### src/rtl/bypass_interlock_pkg.sv
package bypass_interlock_pkg;

   typedef enum logic [2:0] {
      CLS_NOP    = 3'd0,
      CLS_ALU_RR = 3'd1,
      CLS_ALU_IM = 3'd2,
      CLS_LOAD   = 3'd3,
      CLS_STORE  = 3'd4,
      CLS_BRANCH = 3'd5
   } instr_cls_e;

   localparam int SEL_W = 2;

   typedef enum logic [SEL_W-1:0] {
      SEL_RF    = 2'd0,
      SEL_EXMEM = 2'd1,
      SEL_MEMWB = 2'd2
   } opnd_sel_e;

   localparam int NUM_OPND = 2;

endpackage

### src/rtl/bypass_dest_decode.sv
module bypass_dest_decode
   import bypass_interlock_pkg::*;
#(
   parameter int REG_AW = 5
) (
   input  logic [2:0]        cls,
   input  logic [REG_AW-1:0] rt,
   input  logic [REG_AW-1:0] rd,
   output logic              wr,
   output logic              is_load,
   output logic [REG_AW-1:0] dest
);
   always_comb begin
      wr      = 1'b0;
      is_load = 1'b0;
      dest    = '0;
      case (instr_cls_e'(cls))
         CLS_ALU_RR: begin wr = 1'b1; dest = rd; end
         CLS_ALU_IM: begin wr = 1'b1; dest = rt; end
         CLS_LOAD:   begin wr = 1'b1; dest = rt; is_load = 1'b1; end
         default:    begin wr = 1'b0; end
      endcase
      if (dest == '0) wr = 1'b0;
   end
endmodule

### src/rtl/bypass_operand_match.sv
module bypass_operand_match
   import bypass_interlock_pkg::*;
#(
   parameter int REG_AW = 5
) (
   input  logic [REG_AW-1:0] src,
   input  logic              src_vld,
   input  logic              near_wr,
   input  logic [REG_AW-1:0] near_dest,
   input  logic              far_wr,
   input  logic [REG_AW-1:0] far_dest,
   input  logic              hold,
   output logic [SEL_W-1:0]  nxt_sel
);
   logic live;
   logic hit_near;
   logic hit_far;

   assign live     = src_vld && (src != '0);
   assign hit_near = live && near_wr && (near_dest == src);
   assign hit_far  = live && far_wr  && (far_dest  == src);

   always_comb begin
      if (hold)          nxt_sel = SEL_RF;
      else if (hit_near) nxt_sel = SEL_EXMEM;
      else if (hit_far)  nxt_sel = SEL_MEMWB;
      else               nxt_sel = SEL_RF;
   end
endmodule

### src/rtl/bypass_load_use.sv
module bypass_load_use #(
   parameter int REG_AW   = 5,
   parameter int NUM_SRC  = 2
) (
   input  logic [REG_AW-1:0] src     [NUM_SRC],
   input  logic              src_vld [NUM_SRC],
   input  logic              ld_wr,
   input  logic              ld_is_load,
   input  logic [REG_AW-1:0] ld_dest,
   output logic              stall
);
   logic [NUM_SRC-1:0] dep;

   for (genvar k = 0; k < NUM_SRC; k++) begin : g_dep
      assign dep[k] = src_vld[k] && (src[k] != '0) && (src[k] == ld_dest);
   end

   assign stall = ld_wr && ld_is_load && (|dep);
endmodule

### src/rtl/bypass_interlock.sv
module bypass_interlock
   import bypass_interlock_pkg::*;
#(
   parameter int REG_AW = 5
) (
   input  logic              clk,
   input  logic              rst_n,
   input  logic [REG_AW-1:0] id_rs,
   input  logic              id_rs_vld,
   input  logic [REG_AW-1:0] id_rt,
   input  logic              id_rt_vld,
   input  logic [2:0]        idex_cls,
   input  logic [REG_AW-1:0] idex_rt,
   input  logic [REG_AW-1:0] idex_rd,
   input  logic [2:0]        exmem_cls,
   input  logic [REG_AW-1:0] exmem_rt,
   input  logic [REG_AW-1:0] exmem_rd,
   output logic              stall,
   output logic [1:0]        sel_a,
   output logic [1:0]        sel_b
);
   if (REG_AW < 2 || REG_AW > 8) begin : g_bad_aw
      $error("bypass_interlock: REG_AW must lie in 2..8");
   end

   logic              near_wr, near_ld, far_wr, far_ld;
   logic [REG_AW-1:0] near_dest, far_dest;

   bypass_dest_decode #(.REG_AW(REG_AW)) u_near (
      .cls(idex_cls), .rt(idex_rt), .rd(idex_rd),
      .wr(near_wr), .is_load(near_ld), .dest(near_dest));

   bypass_dest_decode #(.REG_AW(REG_AW)) u_far (
      .cls(exmem_cls), .rt(exmem_rt), .rd(exmem_rd),
      .wr(far_wr), .is_load(far_ld), .dest(far_dest));

   logic [REG_AW-1:0] src     [NUM_OPND];
   logic              src_vld [NUM_OPND];
   logic [SEL_W-1:0]  nxt_sel [NUM_OPND];
   logic [SEL_W-1:0]  sel_q   [NUM_OPND];
   logic              hazard;

   assign src[0]     = id_rs;
   assign src[1]     = id_rt;
   assign src_vld[0] = id_rs_vld;
   assign src_vld[1] = id_rt_vld;

   bypass_load_use #(.REG_AW(REG_AW), .NUM_SRC(NUM_OPND)) u_lu (
      .src(src), .src_vld(src_vld),
      .ld_wr(near_wr), .ld_is_load(near_ld), .ld_dest(near_dest),
      .stall(hazard));

   for (genvar k = 0; k < NUM_OPND; k++) begin : g_opnd
      bypass_operand_match #(.REG_AW(REG_AW)) u_match (
         .src(src[k]), .src_vld(src_vld[k]),
         .near_wr(near_wr), .near_dest(near_dest),
         .far_wr(far_wr), .far_dest(far_dest),
         .hold(hazard), .nxt_sel(nxt_sel[k]));

      always_ff @(posedge clk) begin
         if (!rst_n) sel_q[k] <= SEL_RF;
         else        sel_q[k] <= nxt_sel[k];
      end
   end

   logic unused_far_ld;
   assign unused_far_ld = far_ld;

   assign stall = hazard;
   assign sel_a = sel_q[0];
   assign sel_b = sel_q[1];
endmodule

### config.mk
export PLATFORM = sky130hd
export DESIGN_NAME = bypass_interlock
export DESIGN_NICKNAME = d
export VERILOG_FILES = /design/src/rtl/bypass_interlock_pkg.sv /design/src/rtl/bypass_dest_decode.sv /design/src/rtl/bypass_operand_match.sv /design/src/rtl/bypass_load_use.sv /design/src/rtl/bypass_interlock.sv
export SDC_FILE = /design/constraint.sdc
export NUM_CORES = 1
export LEC_CHECK = 0
export ABC_CLOCK_PERIOD_IN_PS = 1450
export BUFFER_PORTS_ARGS = -buffer_cell sky130_fd_sc_hd__buf_2
export CORE_MARGIN = 1
export CORE_UTILIZATION = 38
export CTS_CLUSTER_SIZE = 30
export DETAILED_ROUTE_END_ITERATION = 10
export PLACE_DENSITY_LB_ADDON = 0.08
export SLEW_MARGIN = 5
export SYNTH_ARGS = -nofsm -noshare
export SYNTH_HDL_FRONTEND = slang
export SYNTH_SLANG_ARGS = --single-unit
### constraint.sdc
create_clock -name clk -period 1.45 [get_ports clk]
set_clock_uncertainty 0.1 [all_clocks]
set_input_delay 0.0725 -clock clk [delete_from_list [all_inputs] [get_ports clk]]
set_output_delay 0.0725 -clock clk [all_outputs]
set_load 0.1 [all_outputs]
# Yosys cells after proc, flatten, opt, wreduce, memory -nomap -nowiden
# Memories as Yosys holds them, arrays and structs flattened.
# Cells that the tools add are included.
# totals
regBits	0
latch_bits	0
ramBits	4
romBits	0
output_inout_bits	5
n_memories	1
# mem_list
name	words	width	rd	rd_ports_with_merged_regs	write_ports	line	source
sel_q	2	2	2	0	2	bypass_interlock.sv:40	logic [SEL_W-1:0] sel_q [NUM_OPND];
# op_classes
add_sub_neg	0
n_mul	0
div	0
order_cmp	0
n_eq_ne	12
n_shift	0
muxes	17
bitwise	2
reduce_logical	23
# op_table
cell	count
== test 5 bit	6
case mux 5 bit (2 select lines)	2
2-to-1 mux 2 bit	8
logical AND 1 bit	14
== test 3 x 2 -> 1 bit (second input constant)	4
logical NOT 5 bit	2
nonzero test 5 bit	2
2-to-1 mux 1 bit	7
== test 3 x 1 -> 1 bit (second input constant)	2
OR reduction 2 bit	3
OR reduction 3 bit	2
OR 1 bit	2

# Logic depth before layout (Yosys ltp)
# Gate-level depths: netlist of the first run.
# logic_depth
depth_word	11
mapped_depth	6
mapped_depth_nobuf	5

# Modules after synthesis
# Synthesis of the first run repeated with hierarchy kept, for this count alone.
# unflattened
cells_unflattened	93
hier_area_um2	755.7
# modules_own_cells
module	n_inst	cells_per_inst	area_each_um2
bypass_operand_match	2	19	143.9
bypass_dest_decode	2	13	100.1
bypass_load_use	1	21	162.7
bypass_interlock	1	8	105.1

# Least setup slack after synthesis of the first run
# No wires, ideal clock.
# synth_path
kind	input port to output port
startpoint	input idex_cls[1]
endpoint	output stall
t_arrival_ns	2.532
required_time_ns	1.278
setup_slack_ns	-1.254
path_stages	6
path_cell_list	buf_6 -> nand4bb_4 -> and3_1 -> nor4b_2 -> nand4_2 -> a21oi_1
# synth_between
elab_chain_cells	7
word_cells_on_any_way	17
classes_between	eq/ne (5); mux (4); reduce/logical (8)
# synth_lines
element	line	source
start, declared	bypass_interlock.sv:12	input logic [2:0] idex_cls,
== test 3 x 2 -> 1 bit	bypass_dest_decode.sv:17	case (instr_cls_e'(cls))
OR reduction 2 bit (no source line)	--	
case mux 5 bit (2 select lines)	bypass_dest_decode.sv:17	
== test 5 bit / logical NOT 5 bit (equally long branches)	bypass_load_use.sv:15, bypass_dest_decode.sv:23	
logical AND 1 bit / 2-to-1 mux 1 bit (equally long branches)	bypass_load_use.sv:15, bypass_dest_decode.sv:23	
OR reduction 2 bit / logical AND 1 bit (equally long branches)	bypass_load_use.sv:18	assign stall = ld_wr && ld_is_load && (|dep);
logical AND 1 bit *	bypass_load_use.sv:18	
end, declared	bypass_interlock.sv:18	output logic stall,
# Mark *: on every way between the ends. The rest lies on a longest branch, timed or not.

# Worst setup path after layout of the first run
# layout_path
startpoint	input idex_cls[0]
endpoint	output stall
# The elaborated chain is that of the path after synthesis.

==> results of run 1 <==
[critical path, cell delays in order]
cell,delay [ns]
buf_2,0.20
nand4bb_4,0.15
and3_4,0.20
nor4b_4,0.31
nand4_2,0.17
a21oi_4,0.19
buf_12,0.19
[Yosys cell counts]
cell       number  area, um^2
a21o_1          1        7.51
o21ai_0         2        10.0
xor2_1         10        87.6
nand4_1         1        6.26
inv_1           2        7.51
nor3b_1         1        7.51
nand2_1         9        33.8
nand4_2         1        12.5
nand3_1         4        20.0
nand4bb_1       2        22.5
or2_2           1        6.26
nand4bb_4       1        27.5
o2111a_1        2        22.5
xnor2_1         4        35.0
nor3_1          4        20.0
or4_1           3        22.5
dfxtp_1         4        80.1
nor4b_2         2        30.0
o311ai_2        1        16.3
nor4_1          2        12.5
a21oi_1        13        65.1
nand3b_1       10        75.1
nor2_1          1        3.75
o311a_1         1        10.0
nand2b_1        1        6.26
a32oi_2         1        16.3
o211ai_1        1        7.51
and3_1          3        18.8
nor2b_1         1        6.26
buf_2           1        5.00
buf_6           1        11.3
o311ai_0        1        8.76
a41oi_1         1        8.76
[metal layers]
layer | vias up | track usage, % | share of wire (%)
li1 | 514 | - | -
met5 | - | 0 | 0
met1 | 466 | 34.3 | 47
met4 | 0 | 8.24 | 1.3
met2 | 32 | 38.9 | 48
met3 | 4 | 2.38 | 3.6
[power by group]
part / switching [mW] / internal, mW / leakage, nW
clock: 0.0465 / 0.0927 / 0.0138
combinational: 0.147 / 0.177 / 0.584
sequential: 0.000201 / 0.112 / 0.0322
[layout by cell type (no fill, tap or decap), types with 2 or more instances in the layout]
cell	n
o21ai_1	2
nand3b_1	10
nand2_1	9
xnor2_1	4
buf_2	41
a21oi_1	8
or4_1	3
a21oi_2	4
xor2_1	10
nor4_1	2
o2111a_1	2
clkbuf_4	3
nor3_1	3
dfxtp_1	4
and3_4	2
buf_16	2
nor4b_4	2
buf_8	2
nand3_1	4
nand4bb_4	2
buf_4	26
inv_1	2
[cells by family (layout without fill, tap and decap cells)]
family                 after synthesis  after routing  share of synthesized area [%]
AND/OR/NAND/NOR                     47             47                           45.4
AO/OA/AOI/OAI                       24             24                           23.6
XOR/XNOR                            14             14                           16.8
flip-flops                           4              4                           11.0
buffers and inverters                4             78                           3.25
[final cells by class]
cell class,instances,area (um^2),share of cell area [%]
clock buffer,3,22.5,1.66
inverter,2,7.51,0.552
multi-input combinational,85,702,51.6
sequential,4,80.1,5.89
tap,25,31.3,2.30
timing repair buffer,73,517,38.0
[per-stage QoR]
stage          utilization (%)  total power [mW]
2_1_floorplan                -             0.251
3_3_place_gp              65.2             0.377
3_5_place_dp              65.2             0.383
4_1_cts                   74.9             0.569
5_1_grt                   77.1             0.613
6_report                  77.1             0.575
[how the worst min path moves through the flow]
stage,slack (ns),cells past startpoint,start,endpoint
6_report,0.07,3,rst_n,sel_q[0][0]$_SDFF_PP0_
5_1_grt,0.09,3,rst_n,sel_q[0][0]$_SDFF_PP0_
4_1_cts,0.04,3,rst_n,sel_q[0][0]$_SDFF_PP0_
3_5_place_dp,0.29,3,rst_n,sel_q[0][0]$_SDFF_PP0_
3_3_place_gp,0.29,3,rst_n,sel_q[1][0]$_SDFF_PP0_
2_1_floorplan,0.15,2,rst_n,sel_q[0][0]$_SDFF_PP0_
[repair_timing]
item	CTS	global route
gates cloned	2	0
pin swaps	10	3
resized for setup	14	6
setup endpoints to repair	4	5
hold endpoints to repair	0	0
setup buffers	5	2
==> impl_metrics.env, run 1 <==
export IMPL_synth_area_um2=731
export IMPL_critPathMaxFanout=6
export IMPL_cp_endpoint="stall"
export IMPL_cp_end_kind="primary output"
export IMPL_ctsHoldBuffers=0
export IMPL_setup_viol=4
export IMPL_clockBufferDepth=2
export IMPL_layout_drive_gt1_share_pct=55.1
export IMPL_postSynthCellCount=93
export IMPL_placed_area_mm2=0.00115
export IMPL_place_hpwl_um=1890
export IMPL_finalCriticalPeriod_ns=1.66
export IMPL_coreArea_mm2=0.00176
export IMPL_viasPerCell=5.29
export IMPL_p_per_area_mw_per_mm2=423
export IMPL_cp_startpoint="idex_cls[0]"
export IMPL_start_util_pct=41.4
export IMPL_tns_ns=-0.539
export IMPL_io_pins=45
export IMPL_hold_viol_final=0
export IMPL_worst_pin_slew_ns=0.485
export IMPL_pre_cts_slack_ns=-0.351
export IMPL_cts_num_sinks=4
export IMPL_drv_slew=0
export IMPL_nets=209
export IMPL_outcome="finished with violations"
export IMPL_cp_data_required_time_ns=1.28
export IMPL_grt_pass1_vias=902
export IMPL_ys_types=33
export IMPL_grt_first_pass_wirelength_um=3840
export IMPL_drtAntennaViolNets=0
export IMPL_ys_ff_latch=4
export IMPL_largestRegisters="sel_q: 4 flops"
export IMPL_finalCritPeriodShare_pct=114
export IMPL_violations="negative setup slack"
export IMPL_dr_first_iter_drc_count=17
export IMPL_antenna_found_initial=0
export IMPL_wl_per_cell_um=13.3
export IMPL_hold_class="primary input to register"
export IMPL_cts_htree_levels=1
export IMPL_cap_viol_max_count=0
export IMPL_fin_cells=192
export IMPL_worstSetupPathType="primary input to primary output"
export IMPL_hold_worst_slack_ns=0.0731
export IMPL_finalWorstSetupSlack_ns=-0.209
export IMPL_drc_errors=0
export IMPL_portBuffers=44
export IMPL_syn_nets=133
export IMPL_clockRootBuffer="clkbuf_4"
export IMPL_regMostFlops="sel_q"
export IMPL_finalWirelength_um=2550
export IMPL_postLayoutCellArea_mm2=0.00136
export IMPL_cts_tree="yes"
export IMPL_area_growth_pct=86.1
export IMPL_die_area_mm2=0.00210
export IMPL_grt_ovfl_total=0
export IMPL_num_vias=1016
export IMPL_ys_seq_area_share_pct=11.0
export IMPL_syn_avg_cell_area_um2=7.86
export IMPL_grt_start_max_net_pins=10
export IMPL_diodes=0
export IMPL_fillers=142
export IMPL_clk_pin_slew_worst_paths_ns=0.04
export IMPL_cp_start_kind="primary input"
export IMPL_rsz0062_at_grt="true"
export IMPL_rows=15
export IMPL_timing_fmax_ghz=0.603
export IMPL_dr_pass1_iters=4
export IMPL_yosys_warnings=0
export IMPL_die_height_um=45.9
export IMPL_cts_buffers=3
export IMPL_die_w_um=45.9
export IMPL_routabilityCongestion=0.829
export IMPL_slew_headroom_pct=67.9
export IMPL_peakVddDrop_mv=0.260
export IMPL_largest_reg_flops=4
export IMPL_leakage_nw=0.630
export IMPL_grt_usage_pct=24.6
export IMPL_dp_cells=180
export IMPL_arrival_ns=1.49
Note: power is estimated with default switching activity, not from simulation.
==> inputs of run 2 (changes only) <==
Settings changed: ABC_AREA set to 1, CORE_UTILIZATION 38 to 37.
==> impl_metrics.env, run 2 <==
export IMPL_portBuffers=44
export IMPL_grt_ovfl_total=0
export IMPL_wl_per_cell_um=11.7
export IMPL_place_hpwl_um=1750
export IMPL_grt_pass1_vias=921
export IMPL_syn_nets=184
export IMPL_coreArea_mm2=0.00175
export IMPL_clk_pin_slew_worst_paths_ns=0.04
export IMPL_cp_endpoint="stall"
export IMPL_num_vias=1126
export IMPL_path_common_cell="nand2_2"
export IMPL_pre_cts_slack_ns=-0.0973
export IMPL_synth_area_um2=691
export IMPL_die_height_um=45.2
export IMPL_drc_errors=0
export IMPL_slew_headroom_pct=68.0
export IMPL_grt_start_max_net_pins=7
export IMPL_ys_async_sr_fraction_pct=0
export IMPL_dp_cells=215
export IMPL_cts_htree_levels=1
export IMPL_yosys_most_used_dff="dfxtp_1"
export IMPL_final_common_cell="nand2_1"
export IMPL_p_per_area_mw_per_mm2=436
export IMPL_worstSetupPathType="primary input to primary output"
export IMPL_largest_reg_flops=4
export IMPL_power_frac_seq_pct=20.9
export IMPL_postSynthCellCount=144
export IMPL_placed_area_um2=976
export IMPL_violations="negative setup slack"
export IMPL_yosys_area_top_type="nand2_1"
export IMPL_synthDominantCellAreaShare_pct=32.6
export IMPL_peakVddDrop_mv=0.243
export IMPL_yosys_warnings=0
export IMPL_leakage_nw=0.691
export IMPL_layout_drive_gt1_share_pct=47.5
export IMPL_regMostFlops="sel_q"
export IMPL_setup_viol=1
export IMPL_synth_common_cells="nand2_1, nand3_1, nor2_1"
export IMPL_p_comb_share_pct=54.7
export IMPL_postLayoutCellArea_mm2=0.00123
export IMPL_finalWorstSetupSlack_ns=-0.0669
export IMPL_pwr_share_clk_pct=24.4
export IMPL_hold_viol_final=0
export IMPL_cp_start_kind="primary input"
export IMPL_finalCritPeriodShare_pct=105
export IMPL_crit_family="simple AND/OR/NAND/NOR gates"
export IMPL_slowest_stage="buf_12"
export IMPL_timing_fmax_ghz=0.659
export IMPL_die_area_mm2=0.00204
export IMPL_cts_buffers=3
export IMPL_ys_ff_latch=4
export IMPL_drtAntennaViolNets=0
export IMPL_intPower_uw=324
export IMPL_finalWirelength_um=2620
export IMPL_critPathMaxStageDelay_ns=0.17
export IMPL_clockBufferDepth=2
export IMPL_cp_data_required_time_ns=1.28
export IMPL_clockRootBuffer="clkbuf_4"
export IMPL_ys_types=13
export IMPL_start_util_pct=39.6
export IMPL_cp_num_buf_inv=4
export IMPL_diodes=0
export IMPL_rows=15
export IMPL_die_w_um=45.2
export IMPL_arrival_ns=1.34
export IMPL_syn_avg_cell_area_um2=4.80
export IMPL_cts_num_sinks=4
export IMPL_finalCriticalPeriod_ns=1.52
export IMPL_dr_first_iter_drc_count=34
export IMPL_area_growth_pct=77.7
export IMPL_synth_most_common_cell="nand2_1"
export IMPL_p_sw_share_pct=39.4
export IMPL_most_common_layout_cells="nand2_1, buf_2, nor2_1, nand2_2, inv_1"
export IMPL_total_power_uw=535
export IMPL_synth_edf_count=0
export IMPL_fin_cells=225
export IMPL_cp_startpoint="idex_cls[2]"
export IMPL_viasPerCell=5.00
export IMPL_dr_pass1_iters=4
export IMPL_routabilityCongestion=0.897
export IMPL_synth_area_leaders="nand2_1, nand3_1, dfxtp_1, nor2_1, inv_1"
export IMPL_io_pins=45
export IMPL_nets=242
export IMPL_antenna_found_initial=0
export IMPL_cp_depth=13
export IMPL_fin_util_pct=70.3
export IMPL_grt_first_pass_wirelength_um=3600
export IMPL_drv_slew=0
export IMPL_switchingPower_uw=211
export IMPL_cts_tree="yes"
export IMPL_cap_viol_max_count=0
export IMPL_critPathMaxFanout=3
export IMPL_largestRegisters="sel_q: 4 flops"
export IMPL_rsz0062_at_grt="true"
export IMPL_fillers=158
export IMPL_grt_usage_pct=23.5
export IMPL_outcome="finished with violations"
export IMPL_worst_pin_slew_ns=0.484
export IMPL_cp_end_kind="primary output"
export IMPL_hold_class="primary input to register"
export IMPL_ys_seq_area_share_pct=11.6
export IMPL_critical_path_cell_chain="buf_6 > nor2_4 > buf_6 > nand3_4 > nand2_4 > nand2_2 > nand2_2 > nor2_2 > nand3_2 > nand2_2 > nand2_2 > clkinvlp_4 > buf_12"
[run 2: worst min-delay path by stage]
stage	slack, ns	cells after the start	end	from
global route	0.03	3	sel_q[0][1]$_SDFF_PP0_	rst_n
CTS	0.001	3	sel_q[0][0]$_SDFF_PP0_	rst_n
detailed placement	0.24	3	sel_q[0][0]$_SDFF_PP0_	rst_n
floorplan	0.13	2	sel_q[0][0]$_SDFF_PP0_	rst_n
global placement	0.24	3	sel_q[1][0]$_SDFF_PP0_	rst_n
finish	0.01	3	sel_q[0][0]$_SDFF_PP0_	rst_n
[run 2: metal layers]
| layer | global-route usage, % | wire [um] |
|---|---|---|
| met5 | 0 | 0 |
| met4 | 7.88 | 19 |
| met3 | 3.20 | 154 |
| met2 | 38.8 | 1410 |
| met1 | 31.1 | 1030 |
[run 2: timing repair]
action                                  4_1_cts  5_1_grt
hold buffers                                  0        0
gates resized for setup                      23       22
endpoints found under the setup margin        1        1
gates cloned                                  0        0
pin swaps                                    18       21
setup buffers                                 3        4
[run 2: power by group through the flow]
stage | Clock (mW) | Sequential [mW] | Combinational [mW]
finish | 0.131 | 0.112 | 0.293
global route | 0.144 | 0.112 | 0.319
CTS | 0.138 | 0.112 | 0.242
detailed placement | 0 | 0.114 | 0.219
global placement | 0 | 0.114 | 0.216
floorplan | 0 | 0.123 | 0.118
[run 2: cells by family (layout without fill, tap and decap cells)]
kind of cell           count (synthesis)  in the layout  share of synthesized area (%)
AO/OA/AOI/OAI                         10             10                           7.25
buffers and inverters                 16             72                           8.70
AND/OR/NAND/NOR                      114            114                           72.5
flip-flops                             4              4                           11.6
[run 2: area by class of cell]
type	count	area, um^2	share of cell area [%]
inverters	16	63.8	5.20
clock buffers	3	22.5	1.83
well taps	25	31.3	2.55
multi-input cells	124	703	57.3
flip-flops and latches	4	80.1	6.52
repair buffers	53	327	26.6
[run 2: through the flow]
step / hold slack [ns] / setup TNS, ns
floorplan: 0.126 / 0
global placement: 0.240 / -0.0518
detailed placement: 0.238 / -0.146
CTS: 0.00141 / 0
global route: 0.0265 / -0.143
finish: 0.0113 / -0.0669
==> inputs of run 3 (changes only) <==
Settings changed: CORE_ASPECT_RATIO set to 1.25, SLEW_MARGIN 5 to 20.
==> impl_metrics.env, run 3 (synthesized netlist as in run 2, its figures left out) <==
export IMPL_path_common_cell="nand2_1"
export IMPL_regMostFlops="sel_q"
export IMPL_final_common_cell="nand2_1"
export IMPL_cp_end_kind="primary output"
export IMPL_p_per_area_mw_per_mm2=458
export IMPL_io_pins=45
export IMPL_start_util_pct=39.1
export IMPL_finalCriticalPeriod_ns=1.48
export IMPL_grt_usage_pct=24.3
export IMPL_antenna_found_initial=0
export IMPL_outcome="finished with violations"
export IMPL_portBuffers=44
export IMPL_min_path_cells=5
export IMPL_most_common_layout_cells="nand2_1, buf_2, nor2_1, nand3_1, inv_1"
export IMPL_hold_class="primary input to register"
export IMPL_cp_start_kind="primary input"
export IMPL_leakage_nw=0.652
export IMPL_layout_drive_gt1_share_pct=39.1
export IMPL_critical_path_cell_chain="buf_6 > nor2_4 > nand3_2 > nand2_2 > nand2_1 > nand2_1 > nor2_1 > nand3_2 > nand2_1 > nand2_2 > clkinvlp_4 > buf_12"
export IMPL_rsz0062_at_grt="true"
export IMPL_viasPerCell=4.96
export IMPL_rows=17
export IMPL_arrival_ns=1.31
export IMPL_grt_ovfl_total=0
export IMPL_nets=239
export IMPL_largestRegisters="sel_q: 4 flops"
export IMPL_cts_tree="yes"
export IMPL_critPathMaxFanout=5
export IMPL_worst_pin_slew_ns=0.492
export IMPL_clk_pin_slew_worst_paths_ns=0.03
export IMPL_clockRootBuffer="clkbuf_4"
export IMPL_grt_first_pass_wirelength_um=3500
export IMPL_tns_ns=-0.0295
export IMPL_dr_pass1_iters=4
export IMPL_cp_data_required_time_ns=1.28
export IMPL_die_w_um=40.6
export IMPL_area_growth_pct=58.0
export IMPL_slowest_stage="nor2_4"
export IMPL_coreArea_mm2=0.00177
export IMPL_die_height_um=50.3
export IMPL_fillers=188
export IMPL_finalCritPeriodShare_pct=102
export IMPL_grt_start_max_net_pins=7
export IMPL_violations="negative setup slack"
export IMPL_diodes=0
export IMPL_grt_pass1_vias=942
export IMPL_die_area_mm2=0.00204
export IMPL_worstSetupPathType="primary input to primary output"
export IMPL_drtAntennaViolNets=0
export IMPL_drv_slew=0
export IMPL_finalWorstSetupSlack_ns=-0.0295
export IMPL_cap_viol_max_count=0
export IMPL_largest_reg_flops=4
export IMPL_place_hpwl_um=1810
export IMPL_routabilityCongestion=0.886
export IMPL_hold_viol_final=0
export IMPL_cts_num_sinks=4
export IMPL_drc_errors=0
export IMPL_hold_start="id_rt[4]"
export IMPL_slew_headroom_pct=67.5
export IMPL_peakVddDrop_mv=0.467
export IMPL_finalWirelength_um=2210
export IMPL_cts_buffers=3
export IMPL_whs_endpoint="sel_q[1][1]$_SDFF_PP0_"
export IMPL_dr_first_iter_drc_count=12
export IMPL_cts_htree_levels=1
export IMPL_num_vias=1071
export IMPL_postLayoutCellArea_mm2=0.00109
export IMPL_placed_area_um2=976
export IMPL_clockBufferDepth=2
export IMPL_wl_per_cell_um=10.2
export IMPL_timing_fmax_ghz=0.676
export IMPL_critPathMaxStageDelay_ns=0.18
export IMPL_setup_viol=1
run 3: critical path: cells and delay by family:
family / cells / cell delay (ns)
buffers and inverters: 3 / 0.36
and+or+nand+nor: 9 / 0.88
run 3: timing repair:
item / CTS / global route
endpoints found under the setup margin: 1 / 1
setup buffers: 2 / 0
resized for setup: 20 / 0
hold endpoints to repair: 1 / 0
pin swaps: 19 / 1
hold buffers: 1 / 0
run 3: cell type report:
type / count / area [um^2] / share of cell area [%]
inverters: 16 / 63.8 / 5.85
repair buffers: 50 / 295 / 27.1
clock buffers: 3 / 22.5 / 2.06
multi-input cells: 124 / 606 / 55.5
flip-flops and latches: 4 / 80.1 / 7.34
well taps: 19 / 23.8 / 2.18
run 3: power breakdown:
part           total [mW]  switching [mW]  internal, mW  leakage, nW
combinational       0.245           0.143         0.102        0.606
sequential          0.112        0.000264         0.112       0.0323
clock               0.142          0.0493        0.0928       0.0138
total               0.499           0.193         0.307        0.652
run 3: per-stage QoR:
step / instances / utilization, % / setup WS [ns] / hold slack, ns / power (mW)
after floorplan: 144 / - / 0.0420 / 0.126 / 0.241
after global placement: 210 / 55.3 / -0.0617 / 0.241 / 0.331
after detailed placement: 210 / 55.3 / -0.0829 / 0.241 / 0.336
after CTS: 216 / 61.8 / 0.00379 / 0.162 / 0.501
after global routing: 216 / 61.8 / -0.119 / 0.199 / 0.547
final: 216 / 61.8 / -0.0295 / 0.162 / 0.499
run 3: worst max path at each step:
stage,start,to,slack (ns),cells after the start
floorplan,idex_cls[2],stall,0.04,10
CTS,idex_cls[1],stall,0.004,12
detailed placement,idex_cls[2],stall,-0.08,11
global placement,idex_cls[2],stall,-0.06,11
finish,idex_cls[1],stall,-0.03,12
global route,idex_cls[1],stall,-0.12,11
run 3: per-layer routing:
layer	wire, um	global-route usage (%)	vias to the layer above
li1	-	-	565
met1	920	25.6	456
met3	120	5.75	6
met4	54	7.22	0
met5	0	0	-
met2	1110	43.9	44
